==> src/rtl/fol_pkg.sv <==
// Shared types and helpers for the flag offset loader.
// Assumes pointer widths of at least 7 bits so every preset fits.
package fol_pkg;

    typedef enum logic [1:0] {
        M_PRESET   = 2'd0,
        M_PARALLEL = 2'd1,
        M_SERIAL   = 2'd2
    } method_t;

    // Map the two select pins to a preset offset value (00 is parallel, no preset).
    function automatic logic [6:0] preset_of(input logic [1:0] code);
        case (code)
            2'b01:   return 7'd8;
            2'b10:   return 7'd16;
            2'b11:   return 7'd64;
            default: return 7'd0;
        endcase
    endfunction

endpackage

==> src/rtl/fol_mode_latch.sv <==
// Captures the programming method and preset code while master reset is low.
// The value held on the last reset edge is the one kept afterwards.
// Assumes master reset is asserted for at least one clock before use.
module fol_mode_latch
    import fol_pkg::*;
#(
    parameter int PTR_W = 8
) (
    input  logic             clk,
    input  logic             mrst_n,
    input  logic             serial_mode_n,
    input  logic             sel_hi,
    input  logic             sel_lo,
    output method_t          method,
    output logic [PTR_W-1:0] preset_val
);

    logic [1:0] code_q;

    // Sample the configuration pins on every reset edge.
    always_ff @(posedge clk) begin
        if (!mrst_n) begin
            code_q <= {sel_hi, sel_lo};
            if (!serial_mode_n)
                method <= M_SERIAL;
            else if ({sel_hi, sel_lo} == 2'b00)
                method <= M_PARALLEL;
            else
                method <= M_PRESET;
        end
    end

    assign preset_val = PTR_W'(preset_of(code_q));

endmodule

==> src/rtl/fol_load_seq.sv <==
// Load sequencer: decides which kind of load happens on each edge,
// counts accepted words or bits and raises the sticky done status.
// Assumes method is stable outside master reset.
module fol_load_seq
    import fol_pkg::*;
#(
    parameter int PTR_W = 8
) (
    input  logic       clk,
    input  logic       mrst_n,
    input  logic       prst_n,
    input  method_t    method,
    input  logic       wr_strobe,
    input  logic       sen_n,
    output logic       shift_en,
    output logic       par_en,
    output logic       preset_en,
    output logic [1:0] par_idx,
    output logic       done
);

    localparam int SER_BITS = 4 * PTR_W;
    localparam int CNT_W    = $clog2(SER_BITS + 1);

    logic             active;
    logic [CNT_W-1:0] cnt_q;
    logic             last_load;

    // Qualify the three load kinds against partial reset and completion.
    always_comb begin
        active    = prst_n && !done;
        shift_en  = active && (method == M_SERIAL) && !sen_n;
        par_en    = active && (method == M_PARALLEL) && wr_strobe;
        preset_en = active && (method == M_PRESET);
        last_load = preset_en
                  || (shift_en && (cnt_q == CNT_W'(SER_BITS - 1)))
                  || (par_en && (cnt_q == CNT_W'(3)));
    end

    assign par_idx = cnt_q[1:0];

    // Count accepted words or bits and hold the done flag.
    always_ff @(posedge clk) begin
        if (!mrst_n) begin
            cnt_q <= '0;
            done  <= 1'b0;
        end else begin
            if (shift_en || par_en)
                cnt_q <= cnt_q + CNT_W'(1);
            if (last_load)
                done <= 1'b1;
        end
    end

endmodule

==> src/rtl/fol_offset_bank.sv <==
// The four offset registers in chain order: 0 almost-full 1, 1 almost-empty 1,
// 2 almost-full 2, 3 almost-empty 2. Serial bits enter at the LSB of entry 3
// and move towards the MSB of entry 0. Assumes at most one load enable per edge.
module fol_offset_bank #(
    parameter int PTR_W = 8
) (
    input  logic             clk,
    input  logic             mrst_n,
    input  logic             shift_en,
    input  logic             par_en,
    input  logic             preset_en,
    input  logic [1:0]       par_idx,
    input  logic             ser_bit,
    input  logic [PTR_W-1:0] par_word,
    input  logic [PTR_W-1:0] preset_val,
    output logic [PTR_W-1:0] off_q [4]
);

    logic chain_in [4];

    for (genvar i = 0; i < 4; i++) begin : g_reg
        if (i == 3) begin : g_tail
            assign chain_in[i] = ser_bit;
        end else begin : g_link
            assign chain_in[i] = off_q[i+1][PTR_W-1];
        end

        // One offset register: clear, preset, parallel word or serial shift.
        always_ff @(posedge clk) begin
            if (!mrst_n)
                off_q[i] <= '0;
            else if (preset_en)
                off_q[i] <= preset_val;
            else if (par_en && (par_idx == 2'(i)))
                off_q[i] <= par_word;
            else if (shift_en)
                off_q[i] <= {off_q[i][PTR_W-2:0], chain_in[i]};
        end
    end

endmodule

==> src/rtl/flag_offset_loader.sv <==
// Top of the flag offset programmer. Ties the method latch, the load
// sequencer and the register bank together. Assumes all inputs are
// synchronous to clk and DEPTH is a power of two of at least 128.
module flag_offset_loader
    import fol_pkg::*;
#(
    parameter int DEPTH = 256,
    parameter int BUS_W = 36,
    localparam int PTR_W = $clog2(DEPTH)
) (
    input  logic             clk,
    input  logic             mrst_n,
    input  logic             prst_n,
    input  logic             serial_mode_n,
    input  logic             cfg_hi_en_n,
    input  logic             cfg_lo_dat,
    input  logic             a_wr,
    input  logic [BUS_W-1:0] a_data,
    output logic [PTR_W-1:0] afull1_off,
    output logic [PTR_W-1:0] aempty1_off,
    output logic [PTR_W-1:0] afull2_off,
    output logic [PTR_W-1:0] aempty2_off,
    output logic             prog_done
);

    method_t          method;
    logic [PTR_W-1:0] preset_val;
    logic             shift_en, par_en, preset_en;
    logic [1:0]       par_idx;
    logic [PTR_W-1:0] off_q [4];
    logic             unused_hi_bits;

    assign unused_hi_bits = ^a_data[BUS_W-1:PTR_W];

    fol_mode_latch #(.PTR_W(PTR_W)) u_mode (
        .clk           (clk),
        .mrst_n        (mrst_n),
        .serial_mode_n (serial_mode_n),
        .sel_hi        (cfg_hi_en_n),
        .sel_lo        (cfg_lo_dat),
        .method        (method),
        .preset_val    (preset_val)
    );

    fol_load_seq #(.PTR_W(PTR_W)) u_seq (
        .clk       (clk),
        .mrst_n    (mrst_n),
        .prst_n    (prst_n),
        .method    (method),
        .wr_strobe (a_wr),
        .sen_n     (cfg_hi_en_n),
        .shift_en  (shift_en),
        .par_en    (par_en),
        .preset_en (preset_en),
        .par_idx   (par_idx),
        .done      (prog_done)
    );

    fol_offset_bank #(.PTR_W(PTR_W)) u_bank (
        .clk        (clk),
        .mrst_n     (mrst_n),
        .shift_en   (shift_en),
        .par_en     (par_en),
        .preset_en  (preset_en),
        .par_idx    (par_idx),
        .ser_bit    (cfg_lo_dat),
        .par_word   (a_data[PTR_W-1:0]),
        .preset_val (preset_val),
        .off_q      (off_q)
    );

    assign afull1_off  = off_q[0];
    assign aempty1_off = off_q[1];
    assign afull2_off  = off_q[2];
    assign aempty2_off = off_q[3];

endmodule

==> config.mk <==
export PLATFORM = sky130hd
export DESIGN_NAME = flag_offset_loader
export DESIGN_NICKNAME = d
export VERILOG_FILES = /design/src/rtl/fol_pkg.sv /design/src/rtl/fol_mode_latch.sv /design/src/rtl/fol_load_seq.sv /design/src/rtl/fol_offset_bank.sv /design/src/rtl/flag_offset_loader.sv
export SDC_FILE = /design/constraint.sdc
export NUM_CORES = 1
export LEC_CHECK = 0
export CAP_MARGIN = 20
export CELL_PAD_IN_SITES_DETAIL_PLACEMENT = 1
export CELL_PAD_IN_SITES_GLOBAL_PLACEMENT = 2
export CORE_MARGIN = 2
export CORE_UTILIZATION = 23
export CTS_BUF_LIST = sky130_fd_sc_hd__clkbuf_4
export DETAILED_ROUTE_END_ITERATION = 12
export PLACE_DENSITY_LB_ADDON = 0.1
export SLEW_MARGIN = 10
export SYNTH_ARGS = -nofsm -noshare
export SYNTH_HDL_FRONTEND = slang
export SYNTH_SLANG_ARGS = --single-unit
==> constraint.sdc <==
create_clock -name clk -period 1.9 [get_ports clk]
set_input_delay 0.475 -clock clk [delete_from_list [all_inputs] [get_ports clk]]
set_output_delay 0.475 -clock clk [all_outputs]
set_load 0.05 [all_outputs]
Word-level counts from Yosys, hierarchy flattened
Index checks and enable logic that the tools add are counted.
{"block": "totals", "regBits": 43, "input_bits": 43, "elab_cells": 67}
{"block": "classes", "addsub": 1, "n_eq_ne": 10, "muxes": 14, "bitwise_logic": 1, "n_reduce_logical": 29}
{"op": "$mux 8", "n": 8}
{"op": "$mux 7", "n": 4}
{"op": "$pmux 7 s3", "n": 1}
{"op": "$logic_and 1x1->1", "n": 12}
{"op": "$reduce_bool 3->1", "n": 4}
{"op": "$eq 2x2->1 const B", "n": 5}
{"op": "$reduce_bool 2->1", "n": 4}
{"op": "$add 6x1->6 const B", "n": 1}
{"op": "$eq 2x1->1 const B", "n": 3}
{"op": "$eq 6x2->1 const B", "n": 1}
{"op": "$eq 6x5->1 const B", "n": 1}
{"op": "$logic_not 2->1", "n": 3}
{"op": "$logic_or 1x1->1", "n": 3}
{"op": "$logic_not 1->1", "n": 2}
{"op": "$reduce_or 2->1", "n": 1}
{"op": "$mux 1", "n": 1}
{"op": "$not 1->1", "n": 1}

Depth between registers and ports, before layout
{"block": "depth", "word_depth": 7, "depth_mapped": 7, "depth_no_buf": 5}

Modules after synthesis
Synthesis repeated with hierarchy kept, for this count alone.
{"block": "hier_totals", "cells_unflattened": 274, "hier_area_um2": 2367.3}
{"mod": "fol_offset_bank", "instances": 1, "cells_each": 212, "area_per_inst_um2": 1767.9, "seq_area_each_um2": 640.6}
{"mod": "fol_load_seq", "instances": 1, "cells_each": 46, "area_per_inst_um2": 395.4, "seq_area_each_um2": 140.1}
{"mod": "fol_mode_latch", "instances": 1, "cells_each": 16, "area_per_inst_um2": 203.9, "seq_area_each_um2": 120.1}

Least setup slack after synthesis
No wires, ideal clock.
{"block": "synth_path", "kind": "register -> register", "startpoint": "reg u_seq.done", "endpoint": "reg u_bank.off_q[20] (netlist name)", "setup_time_ps": 134, "arrival_ps": 1490, "t_required_ps": 1766, "setup_slack_ps": 276, "path_stages_with_launch": 7, "path_cell_list": "dfxtp_1 -> nor2b_1 -> buf_2 -> buf_6 -> and3_2 -> o31ai_1 -> a41oi_1"}
{"block": "synth_via", "elab_chain_len": 7, "word_cells_on_any_way": 11, "classes_between": "2 x mux; 9 x reduce/logical"}
{"element": "start: declaration", "line_no": "fol_load_seq.sv:19", "rtl": "output logic done"}
{"element": "start signal: assignment", "line_no": "fol_load_seq.sv:46", "rtl": "done <= 1'b0;"}
{"element": "start signal: assignment", "line_no": "fol_load_seq.sv:51", "rtl": "done <= 1'b1;"}
{"element": "$logic_not 1->1 (*)", "line_no": "fol_load_seq.sv:31", "rtl": "active = prst_n && !done;"}
{"element": "$logic_and 1x1->1 (*)", "line_no": "fol_load_seq.sv:31"}
{"element": "$logic_and 1x1->1 (2 in series)", "line_no": "fol_load_seq.sv:33", "rtl": "par_en = active && (method == M_PARALLEL) && wr_strobe;"}
{"element": "$logic_and 1x1->1", "line_no": "fol_offset_bank.sv:34", "rtl": "else if (par_en && (par_idx == 2'(i)))"}
{"element": "$mux 8", "line_no": "fol_offset_bank.sv:34"}
{"element": "$mux 7", "line_no": "fol_offset_bank.sv:32", "rtl": "else if (preset_en)"}
{"element": "end signal: indexed assignment", "line_no": "fol_offset_bank.sv:33", "rtl": "off_q[i] <= preset_val;"}
{"element": "end signal: indexed assignment", "line_no": "fol_offset_bank.sv:35", "rtl": "off_q[i] <= par_word;"}
{"element": "end signal: indexed assignment", "line_no": "fol_offset_bank.sv:37", "rtl": "off_q[i] <= {off_q[i][PTR_W-2:0], chain_in[i]};"}
{"element": "end: declaration", "line_no": "fol_offset_bank.sv:16", "rtl": "output logic [PTR_W-1:0] off_q [4]"}
Mark *: on every way between the ends. The rest lies on a longest branch, timed or not.
A chain may end at the register's enable or synchronous reset.

Worst setup path in the final report
{"block": "layout_path", "startpoint": "in prst_n", "endpoint": "reg u_bank.off_q[6] (netlist name)"}
{"block": "layout_via", "elab_chain_len": 6, "word_cells_on_any_way": 10, "classes_between": "2 x mux; 8 x reduce/logical"}
{"element": "start: declaration", "line_no": "flag_offset_loader.sv:13", "rtl": "input logic prst_n,"}
{"element": "$logic_and 1x1->1 (*)", "line_no": "fol_load_seq.sv:31"}
{"element": "$logic_and 1x1->1 (2 in series)", "line_no": "fol_load_seq.sv:33"}
{"element": "$logic_and 1x1->1", "line_no": "fol_offset_bank.sv:34"}
{"element": "$mux 8", "line_no": "fol_offset_bank.sv:34"}
{"element": "$mux 7", "line_no": "fol_offset_bank.sv:32"}
Marks and branches as above.

==> summary.txt <==
Status
  – Outcome: completed

Setup path
  – Startpoint types: primary input
  – Crit path max-delay family: simple AND/OR/NAND/NOR gates
  – Flop2flop setup slack: 320 ps
  – Crit-path max FO: 4
  – R2R depth: 6
  – Buf+Inv Stages, Crit Path: 2
  – R2R Path End: u_bank.off_q[6]
  – Critical path arrival: 2010 ps
  – Critical path's slowest cell: clkdlybuf4s50_1
  – CP Capture Type: flop
  – WP data required: 2190 ps
  – Critical path class: in -> reg
  – Reg2reg start: u_mode.method[0]
  – Crit-path cells: clkdlybuf4s50_1, nor2b_1, buf_4, and2_1, nand3_1, a41oi_1
  – Crit-path max cell delay: 440 ps

Hold path
  – HP Class: reg -> reg
  – Hold Path Stages: 1
  – Hold Startpoint: u_seq.cnt_q[5]
  – Worst Hold Endpoint: u_seq.done

Yosys
  – Post-Syn Nets: 294
  – Seq/Total Area, Yosys: 41.98%
  – Post-synth EDFFs: 4
  – Top cell type's share of synthesized area: 36.38%
  – Syn_area_per_cell: 8.687 um2
  – Syn. warnings: 0
  – Post-synth top flop: dfxtp_1
  – Post-synth cell types: 36
  – Synthesized flop and latch total: 43
  – Synth Cell Area: 0.002146 mm2
  – Asr flop ratio synth: 0%
  – Mapped Cells: 247
  – Ranking of synthesized cells by area: dfxtp_1 36%, edfxtp_1 5.6%, nand2_1 5.2%, nand3_1 5.1%, a41oi_1 4.9%
  – Post-synth top area cell: dfxtp_1

STA
  – Final period util: 90.28%
  – Hold Worst Slack: 474.8 ps
  – Fmax: 0.5830 GHz
  – Tmin final: 1715 ps
  – Worst slew pin tran: 474.3 ps
  – Clock skew: 10.07 ps
  – Fin. Hold Viols: 0
  – RSZ-0062 raised after global routing: no
  – Final setup fails: 0
  – Fin. max-slew vios: 0
  – Slew margin rel.: 68.38%
  – Fin worst setup slack: 184.7 ps

Cells and area
  – # nets final: 352
  – Most common cell after layout, fill and taps aside: buf_4
  – Util after Layout: 31.57%
  – Area grow syn2layout: 34.64%
  – Fraction of layout cells with a size suffix above 1: 25.16%
  – Commonest cells after routing, fill and taps aside: 50 x buf_4, 39 x dfxtp_1, 30 x nand2_1
  – Antenna diodes: 0

Global routing
  – Tot GR Track Use: 16.09%
  – First-pass GRT wire length: 12,320 um
  – Overflow left after global routing: 0
  – Via count of the first global-routing pass: 2,156
  – Initial antenna violation count: 0
  – Largest net degree at the start of global routing: 30

Power and ir drop
  – Leakage: 1.171 nW
  – PwrDens: 638.8 mW/mm2
  – PnR Total Power: 1.846 mW
  – Peak supply drop: 243.7 uV

Clock network
  – Postcts setup bufs: 0
  – Reg clk slew, reported paths: 140 ps
  – Clock Tree Root: clkbuf_4
  – H-tree levels: 2
  – Post-CTS resize count: 0
  – TritonCTS clock tree: done
  – CTS Hold Bufs: 0
  – Clock latency on the worst-skew pair: 360 ps
  – Max Root-Sink Buffers: 2
  – Inserted Clock Buffers: 5
  – Clock sinks: 43

Routing
  – First DRT Iteration DRCs: 56
  – Drt pass-1 iters: 4
  – Post-DRT Antenna Nets: 0
  – Vias per inst: 5.086
  – Total wire length: 7723 um
  – DR WL/cell: 18.52 um
  – Vias: 2,121
  – Drt drc: 0

Die
  – DIE WIDTH: 100.6 um
  – Die area: 0.01012 mm2
  – Initial cell density of the core: 23.44%
  – Die H: 100.6 um
  – Top Ports: 76
  – Core ar.: 0.009153 mm2
  – Rows: 35

Placement
  – I/O Buffers: 47
  – Dpl ws: -226.5 ps
  – RD Place Congestion: 0.7621
  – Placed wire-length estimate: 5637 um

Run
  – Max Cap Violations: 0
[synthesized netlist by cell type, types with 5 or more instances]
master     n
a21oi_1    8
a31oi_1   16
a41oi_1   12
and2_1     5
and3_1    10
buf_2     12
clkbuf_1   5
dfxtp_1   39
mux2i_1    5
nand2_1   30
nand3_1   22
nor2_1    11
o21ai_0    5
o21ai_1   13
o31ai_1   11
[logic make-up (layout without fill, tap and decap cells)]
group	count (synthesis)	after routing	share of synthesized area, %
XOR/XNOR	5	5	2.041
adder cells (fa/ha/maj)	4	4	2.332
multiplexers	5	5	2.332
flip-flops	43	43	41.98
buffers and inverters	24	83	5.773
AO/OA/AOI/OAI	74	74	23.56
AND/OR/NAND/NOR	92	92	21.98
[area by class of cell]
type	count	area [um2]
fill	1093	6264
multi-input combinational	180	1121
sequential	43	900.9
timing repair buffer	71	655.6
tap	111	138.9
clock buffer	7	52.55
inverter	4	15.01
clock inverter	1	5.005
[state kept, by name, indices dropped and copies added, names as in the netlist]
register	count
u_mode.method	2
u_bank.off_q	32
u_seq.cnt_q	6
u_mode.code_q	2
u_seq.done	1
[worst max-delay path by stage]
stage / endpoint / from / slack (ps) / cells past startpoint
2_1_floorplan: u_bank.off_q[20] / u_seq.done / 280 / 6
3_3_place_gp: u_bank.off_q[6] / prst_n / -210 / 6
3_5_place_dp: u_bank.off_q[28] / prst_n / -230 / 6
4_1_cts: u_bank.off_q[6] / prst_n / 180 / 6
5_1_grt: u_bank.off_q[20] / prst_n / 50 / 6
6_report: u_bank.off_q[6] / prst_n / 180 / 6
[metal layers]
layer / track usage [%] / wire [um] / vias to the layer above
met3: 2.982 / 205 / 6
met5: 0 / 0 / -
li1: - / - / 1040
met2: 25.95 / 3554 / 38
met4: 3.793 / 75 / 0
met1: 22.24 / 3888 / 1037
[where the power goes]
group          total [mW]  internal (mW)  switching [mW]
combinational       0.368          0.137           0.231
sequential          0.985          0.951          0.0336
clock               0.493          0.174           0.319
[per-stage QoR]
step	std cells	area (um2)	setup TNS, ps
after detailed placement	409	2831	-5868
after CTS	417	2889	0
after floorplan	247	2146	0
final	417	2889	0
after global placement	409	2831	-5126
after global routing	417	2889	0
Note: power is estimated with default switching activity, not from simulation.
